===== src/rtl/banyan_pkg.sv =====
package banyan_pkg;
  localparam int unsigned STAMP_W = 16;
  typedef logic [STAMP_W-1:0] stamp_t;
endpackage


===== src/rtl/bn_queue.sv =====
module bn_queue #(
  parameter  int unsigned DEPTH = 2,
  parameter  int unsigned W     = 8,
  localparam int unsigned CW    = $clog2(DEPTH + 1),
  localparam int unsigned PW    = (DEPTH > 1) ? $clog2(DEPTH) : 1
) (
  input  logic          clk_i,
  input  logic          rst_ni,
  input  logic          push_a_i,
  input  logic [W-1:0]  data_a_i,
  input  logic          push_b_i,
  input  logic [W-1:0]  data_b_i,
  input  logic          pop_i,
  output logic          head_valid_o,
  output logic [W-1:0]  head_o,
  output logic [CW-1:0] count_o
);
  logic [W-1:0]  mem_q [DEPTH];
  logic [PW-1:0] rd_q;
  logic [CW-1:0] cnt_q;
  logic [PW-1:0] wa, wb, rd_nx;

  // slot a first, then b: keeps the lower-position input ahead in order
  assign wa    = PW'((int'(rd_q) + int'(cnt_q)) % int'(DEPTH));
  assign wb    = PW'((int'(rd_q) + int'(cnt_q) + int'(push_a_i)) % int'(DEPTH));
  assign rd_nx = PW'((int'(rd_q) + 1) % int'(DEPTH));

  always_ff @(posedge clk_i) begin
    if (push_a_i) mem_q[wa] <= data_a_i;
    if (push_b_i) mem_q[wb] <= data_b_i;
  end

  always_ff @(posedge clk_i or negedge rst_ni) begin
    if (!rst_ni) begin
      rd_q  <= '0;
      cnt_q <= '0;
    end else begin
      if (pop_i) rd_q <= rd_nx;
      cnt_q <= cnt_q + CW'(push_a_i) + CW'(push_b_i) - CW'(pop_i);
    end
  end

  assign head_valid_o = (cnt_q != '0);
  assign head_o       = mem_q[rd_q];
  assign count_o      = cnt_q;

  AST_NO_OVERFLOW: assert property (@(posedge clk_i) disable iff (!rst_ni)
    int'(cnt_q) <= int'(DEPTH));
  AST_POP_NONEMPTY: assert property (@(posedge clk_i) disable iff (!rst_ni)
    pop_i |-> cnt_q != '0);
endmodule


===== src/rtl/bn_stage.sv =====
module bn_stage
  import banyan_pkg::*;
#(
  parameter  int unsigned N_STAGES = 3,
  parameter  int unsigned STAGE    = 0,
  parameter  int unsigned DEPTH    = 2,
  localparam int unsigned N        = 1 << N_STAGES,
  localparam int unsigned W        = N_STAGES + STAMP_W,
  localparam int unsigned CW       = $clog2(DEPTH + 1),
  localparam int unsigned BIT      = N_STAGES - 1 - STAGE,
  localparam int unsigned MASK     = 1 << BIT
) (
  input  logic           clk_i,
  input  logic           rst_ni,
  input  logic [N-1:0]   feed_valid_i,
  input  logic [N*W-1:0] feed_pkt_i,
  input  logic [N-1:0]   pop_i,
  output logic [N-1:0]   take_o,
  output logic [N-1:0]   head_valid_o,
  output logic [N*W-1:0] head_pkt_o
);
  logic [N-1:0] gl, gh;

  for (genvar p = 0; p < N; p++) begin : g_q
    localparam int unsigned LO  = p & ~MASK;
    localparam int unsigned HI  = p | MASK;
    localparam logic        DIR = ((p & MASK) != 0);
    logic [W-1:0]  pkt_lo, pkt_hi;
    logic          want_lo, want_hi;
    logic [CW-1:0] cnt, free;

    assign pkt_lo  = feed_pkt_i[LO*W +: W];
    assign pkt_hi  = feed_pkt_i[HI*W +: W];
    assign want_lo = feed_valid_i[LO] && (pkt_lo[STAMP_W+BIT] == DIR);
    assign want_hi = feed_valid_i[HI] && (pkt_hi[STAMP_W+BIT] == DIR);
    // credit from start-of-cycle occupancy only: no path from downstream pops
    assign free    = CW'(DEPTH) - cnt;
    assign gl[p]   = want_lo && (free != '0);
    assign gh[p]   = want_hi && ((int'(free) >= 2) || ((free != '0) && !want_lo));

    bn_queue #(.DEPTH(DEPTH), .W(W)) u_queue (
      .clk_i        (clk_i),
      .rst_ni       (rst_ni),
      .push_a_i     (gl[p]),
      .data_a_i     (pkt_lo),
      .push_b_i     (gh[p]),
      .data_b_i     (pkt_hi),
      .pop_i        (pop_i[p]),
      .head_valid_o (head_valid_o[p]),
      .head_o       (head_pkt_o[p*W +: W]),
      .count_o      (cnt)
    );

    AST_STEER_BIT: assert property (@(posedge clk_i) disable iff (!rst_ni)
      head_valid_o[p] |-> head_pkt_o[p*W+STAMP_W+BIT] == DIR);
  end

  for (genvar f = 0; f < N; f++) begin : g_take
    localparam int unsigned UP = f | MASK;
    localparam int unsigned DN = f & ~MASK;
    logic tb;
    assign tb = feed_pkt_i[f*W+STAMP_W+BIT];
    if ((f & MASK) != 0) begin : g_hi
      assign take_o[f] = tb ? gh[UP] : gh[DN];
    end else begin : g_lo
      assign take_o[f] = tb ? gl[UP] : gl[DN];
    end

    AST_TAKE_VALID: assert property (@(posedge clk_i) disable iff (!rst_ni)
      take_o[f] |-> feed_valid_i[f]);
  end
endmodule


===== src/rtl/banyan_net.sv =====
module banyan_net
  import banyan_pkg::*;
#(
  parameter  int unsigned N_STAGES = 3,
  parameter  int unsigned DEPTH    = 2,
  localparam int unsigned N        = 1 << N_STAGES,
  localparam int unsigned W        = N_STAGES + STAMP_W,
  localparam int unsigned CNT_W    = $clog2(N + 1)
) (
  input  logic                  clk_i,
  input  logic                  rst_ni,
  input  logic [N-1:0]          src_valid_i,
  input  logic [N*N_STAGES-1:0] src_tag_i,
  output logic [N-1:0]          sink_valid_o,
  output logic [N*STAMP_W-1:0]  sink_stamp_o,
  output logic [CNT_W-1:0]      acc_cnt_o,
  output logic [CNT_W-1:0]      drop_cnt_o,
  output logic [CNT_W-1:0]      dlv_cnt_o
);
  stamp_t       now_q;
  logic [N-1:0]   bv [N_STAGES+1];
  logic [N*W-1:0] bp [N_STAGES+1];
  logic [N-1:0]   tk [N_STAGES+1];

  always_ff @(posedge clk_i or negedge rst_ni) begin
    if (!rst_ni) now_q <= '0;
    else         now_q <= now_q + 1'b1;
  end

  assign bv[0] = src_valid_i;
  for (genvar f = 0; f < N; f++) begin : g_src
    assign bp[0][f*W +: W] = {src_tag_i[f*N_STAGES +: N_STAGES], now_q};
  end

  for (genvar s = 0; s < N_STAGES; s++) begin : g_stage
    bn_stage #(.N_STAGES(N_STAGES), .STAGE(s), .DEPTH(DEPTH)) u_stage (
      .clk_i        (clk_i),
      .rst_ni       (rst_ni),
      .feed_valid_i (bv[s]),
      .feed_pkt_i   (bp[s]),
      .pop_i        (tk[s+1]),
      .take_o       (tk[s]),
      .head_valid_o (bv[s+1]),
      .head_pkt_o   (bp[s+1])
    );
  end

  // sinks never refuse: every last-stage head drains each cycle
  assign tk[N_STAGES]  = bv[N_STAGES];
  assign sink_valid_o  = bv[N_STAGES];

  for (genvar p = 0; p < N; p++) begin : g_sink
    assign sink_stamp_o[p*STAMP_W +: STAMP_W] = bp[N_STAGES][p*W +: STAMP_W];

    AST_SINK_TAG: assert property (@(posedge clk_i) disable iff (!rst_ni)
      sink_valid_o[p] |-> bp[N_STAGES][p*W+STAMP_W +: N_STAGES] == N_STAGES'(p));
  end

  assign acc_cnt_o  = CNT_W'($countones(tk[0]));
  assign drop_cnt_o = CNT_W'($countones(src_valid_i) - $countones(tk[0]));
  assign dlv_cnt_o  = CNT_W'($countones(sink_valid_o));
endmodule


===== config.mk =====
export PLATFORM = sky130hd
export DESIGN_NAME = banyan_net
export DESIGN_NICKNAME = d
export VERILOG_FILES = /design/src/rtl/banyan_pkg.sv /design/src/rtl/bn_queue.sv /design/src/rtl/bn_stage.sv /design/src/rtl/banyan_net.sv
export SDC_FILE = /design/constraint.sdc
export NUM_CORES = 1
export LEC_CHECK = 0
export BUFFER_PORTS_ARGS = -buffer_cell sky130_fd_sc_hd__buf_2
export CAP_MARGIN = 20
export CORE_ASPECT_RATIO = 0.75
export CORE_UTILIZATION = 25
export DETAILED_ROUTE_END_ITERATION = 16
export SLEW_MARGIN = 20
export SYNTH_ARGS = -nofsm -noshare
export SYNTH_HDL_FRONTEND = slang
export SYNTH_HIERARCHICAL = 1
export SYNTH_SLANG_ARGS = --single-unit
export TNS_END_PERCENT = 100

===== constraint.sdc =====
create_clock -name clk_i -period 10.45 [get_ports clk_i]
set_input_delay 2.09 -clock clk_i [delete_from_list [all_inputs] [get_ports clk_i]]
set_output_delay 2.09 -clock clk_i [all_outputs]
set_load 0.05 [all_outputs]

Yosys cells after proc, flatten, opt, wreduce, memory -nomap -nowiden --
Memory sizes are Yosys's and may differ from the RTL's. Cells that the tools add are included. Widths: inputs -> output; s select.
Storage, ports and cells: register bits after elaboration 88, RAM bits 912, input port bits 34, output and inout port bits 148, logic and storage cells 648, memories 24
Cells by class: add/sub/neg operators 191, order comparisons 24, mux-type cells 120, bitwise operators 24, reduce and logical (&&, ||, !) cells 216
Memories:
- g_stage[0].u_stage.g_q[0].u_queue.mem_q | words 2, width 19, rd ports 1, clocked after Yosys merged registers in 0, write ports 2, line bn_queue.sv:18 | logic [W-1:0] mem_q [DEPTH];
- g_stage[0].u_stage.g_q[1].u_queue.mem_q | words 2, width 19, rd ports 1, clocked after Yosys merged registers in 0, write ports 2, line bn_queue.sv:18
- g_stage[0].u_stage.g_q[2].u_queue.mem_q | words 2, width 19, rd ports 1, clocked after Yosys merged registers in 0, write ports 2, line bn_queue.sv:18
- g_stage[0].u_stage.g_q[3].u_queue.mem_q | words 2, width 19, rd ports 1, clocked after Yosys merged registers in 0, write ports 2, line bn_queue.sv:18
- g_stage[0].u_stage.g_q[4].u_queue.mem_q | words 2, width 19, rd ports 1, clocked after Yosys merged registers in 0, write ports 2, line bn_queue.sv:18
- g_stage[0].u_stage.g_q[5].u_queue.mem_q | words 2, width 19, rd ports 1, clocked after Yosys merged registers in 0, write ports 2, line bn_queue.sv:18
- +18 memories
Operators with widths (count):
- $logic_and 1x1->1 | 120
- $mux 1 | 120
- $add 2x1->2 | 48
- $reduce_bool 2->1 | 48
- $add 1x1->1 | 48
- $ge 2x2->1 const B | 24
- $sub 2x1->2 | 24
- $sub 2x2->2 const A | 24
- $add 1x1->1 const B | 24
- $add 1x1->2 | 12
- $logic_not 1->1 | 24
- $logic_or 1x1->1 | 24
- $not 1->1 | 24
- $add 2x2->3 | 6
- $add 16x1->16 const B | 1
- $add 3x3->4 | 2
- $add 4x4->4 | 1
- $sub 4x4->4 | 1

Depth between registers and ports, before layout --
word-level depth 11, depth in mapped cells 20, depth with buffers taken out 20

Cells and area by module --
The synthesis kept the hierarchy.
Modules (own cells, without submodules):
- bn_queue | times used 24, cells an instance 120, area an instance 2107.0 µm²
- banyan_net | times used 1, cells an instance 127, area an instance 1378.8 µm²
- bn_stage (g_stage[1].u_stage ...) | times used 2, cells an instance 64, area an instance 400.4 µm²
- bn_stage (g_stage[0].u_stage) | times used 1, cells an instance 64, area an instance 395.4 µm²

Least setup slack after synthesis --
No wires, ideal clock.
path type input to output, start point input port src_tag_i[2], end point output port drop_cnt_o[2], data arrival time 7.211 ns, required time 8.360 ns, path slack 1.149 ns, stages on the path 18, cell sequence nand2b_1 o22ai_1 inv_1 fa_1 fa_1 fa_1 inv_1 ha_1 ha_1 inv_1 fa_1 inv_1 fa_1 inv_1 ha_1 inv_1 fa_1 xnor2_1
RTL lines:
- from (decl) | line banyan_net.sv:13 | input logic [N*N_STAGES-1:0] src_tag_i,
- to (decl) | line banyan_net.sv:17 | output logic [CNT_W-1:0] drop_cnt_o,

==> flow_summary.ini <==
[finish]
final_common_cell = edfxtp_1
layout_common_cells = 816 x edfxtp_1, 408 x mux2_2, 408 x mux2_4, 408 x mux2_1, 180 x buf_2
finalNonFillerCells = 5793
drive_gt1_frac = 0.385
syn_to_final_growth_pct = 14.4
nets = 3343

[global_routing]
grt_pass1_wl_mm = 183
antenna_found_initial = 24
grt_pass1_vias = 24900
grt_max_degree = 55
grt.total_usage = 0.130
overflow = 0

[floorplanning]
dieArea_sq_um = 196000
die_x_um = 510
rows = 139
boundaryPins = 182
start_util = 0.252
die_y_um = 383
fp.coreArea_sq_um = 192000

[placed_design]
io_buffers = 181
dpl.hpwl_mm = 91.7
place_congestion = 0.793
dp.cells = 5596

[setup_path]
crit_required_ns = 8.36
worstSetupPathType = in2out
arrival_ns = 7.02
crit_path_max_fanout = 3
critPathLaunchType = input pin
cp-end-kind = output port

[clock_network]
cts_sinks = 904
clkTransAtPathRegs_ns = 0.05
post-cts-setup-buffers = 0
htreeDepth = 3
holdBufCountCts = 0
cts.repair.resized = 0
cts_buffers = 100
clk_path_buf_depth = 3
cts-root-buf = clkbuf_16
worst_skew_pair.late_latency_ns = 0.74
cts_tree = yes

[flow_run]
maxCapViolations = 0

[route]
post-route-drc-count = 0
via_count = 24900
drt_wl_total_mm = 128
vias_per_cell = 4.30
dr.pass1.iters = 6
dr.first_iter.drc_count = 1794
wl_per_cell_um = 22.1
ant_nets = 0

[synthesis]
netlist_instances = 2959
synth_warnings = 6
syn_area_sq_um = 48500
avgSynthCellArea_sq_um = 16.4
synth_fp_nets = 3142

[timing]
fin_crit_ns = 9.11
finalHoldViolations = 0
rsz0062_at_grt = false
finalMaxSlewViolations = 0
setup_tns_ns = 0
max_freq_mhz = 110
post-route-period-util = 0.871
skew_ns = 0.0646
slew_headroom = 0.243
setup_viol = 0
timing.hold.ws_ns = 0.493
worst-slew-pin-transition_ns = 1.14

[min_path]
hold_path.class = reg2reg

[status]
status = finished clean
-- state kept, by name (all words and copies together) (netlist names) --
| name | cells |
|---|---|
| g_stage.u_stage/g_q.u_queue/count_o | 48 |
| g_stage.u_stage/g_q.u_queue/mem_q | 816 |
| g_stage.u_stage/g_q.u_queue/rd_q | 24 |
| now_q | 16 |
-- layout make-up --
type | count | area [sq um]
sequential | 904 | 26700
timing repair buffer | 243 | 1380
fill | 19200 | 137000
tap | 2538 | 3180
inverter | 144 | 541
multi-input combinational | 1767 | 20100
clock inverter | 61 | 746
clock buffer | 129 | 2740
antenna | 7 | 17.5
-- layer usage --
layer / GRT usage / routed length [um] / vias up
li1: - / - / 11500
met1: 0.196 / 64700 / 12700
met5: 0 / 125 / -
met3: 0.0237 / 6810 / 166
met4: 0.0255 / 2040 / 20
met2: 0.191 / 54500 / 545
-- metrics by stage --
stage / instance area (sq um) / utilization / worst slack, ns
2_1_floorplan: 48500 / - / 1.15
3_3_place_gp: 51900 / 0.270 / 1.38
3_5_place_dp: 51900 / 0.270 / 1.34
4_1_cts: 55400 / 0.289 / 1.31
5_1_grt: 55400 / 0.289 / 1.08
6_report: 55400 / 0.289 / 1.34
-- critical path, stage by stage --
cell and delay [ns]:
buf_2 0.11, nand2b_1 0.17, o22ai_1 0.18, inv_1 0.09, fa_1 0.57, fa_1 0.43
fa_1 0.49, inv_1 0.05, ha_1 0.20, fa_1 0.52, inv_1 0.05, ha_1 0.27
inv_1 0.05, fa_1 0.59, inv_1 0.06, ha_1 0.29, a21o_1 0.18, a21oi_1 0.17
xor3_1 0.23, buf_2 0.22
-- path summary, 6_finish.rpt --
kind,depth (start not counted),end,start,slack (ns)
setup / recovery,20,drop_cnt_o[3],src_tag_i[2],1.34
hold / removal,1,g_stage[2].u_stage/g_q[1].u_queue/count_o[1],g_stage[2].u_stage/g_q[1].u_queue/count_o[1],0.49
setup reg to reg,6,g_stage[2].u_stage/g_q[2].u_queue/mem_q[1][6],g_stage[1].u_stage/g_q[2].u_queue/rd_q,6.35
hold reg to reg,1,g_stage[2].u_stage/g_q[1].u_queue/count_o[1],g_stage[2].u_stage/g_q[1].u_queue/count_o[1],0.49
max in group asynchronous,2,now_q[15],rst_ni,7.54
min in group asynchronous,1,g_stage[0].u_stage/g_q[1].u_queue/count_o[0],rst_ni,1.44
Power is not shown: default switching activity piles up to over one toggle a cycle in this logic, so the estimate is an artifact.
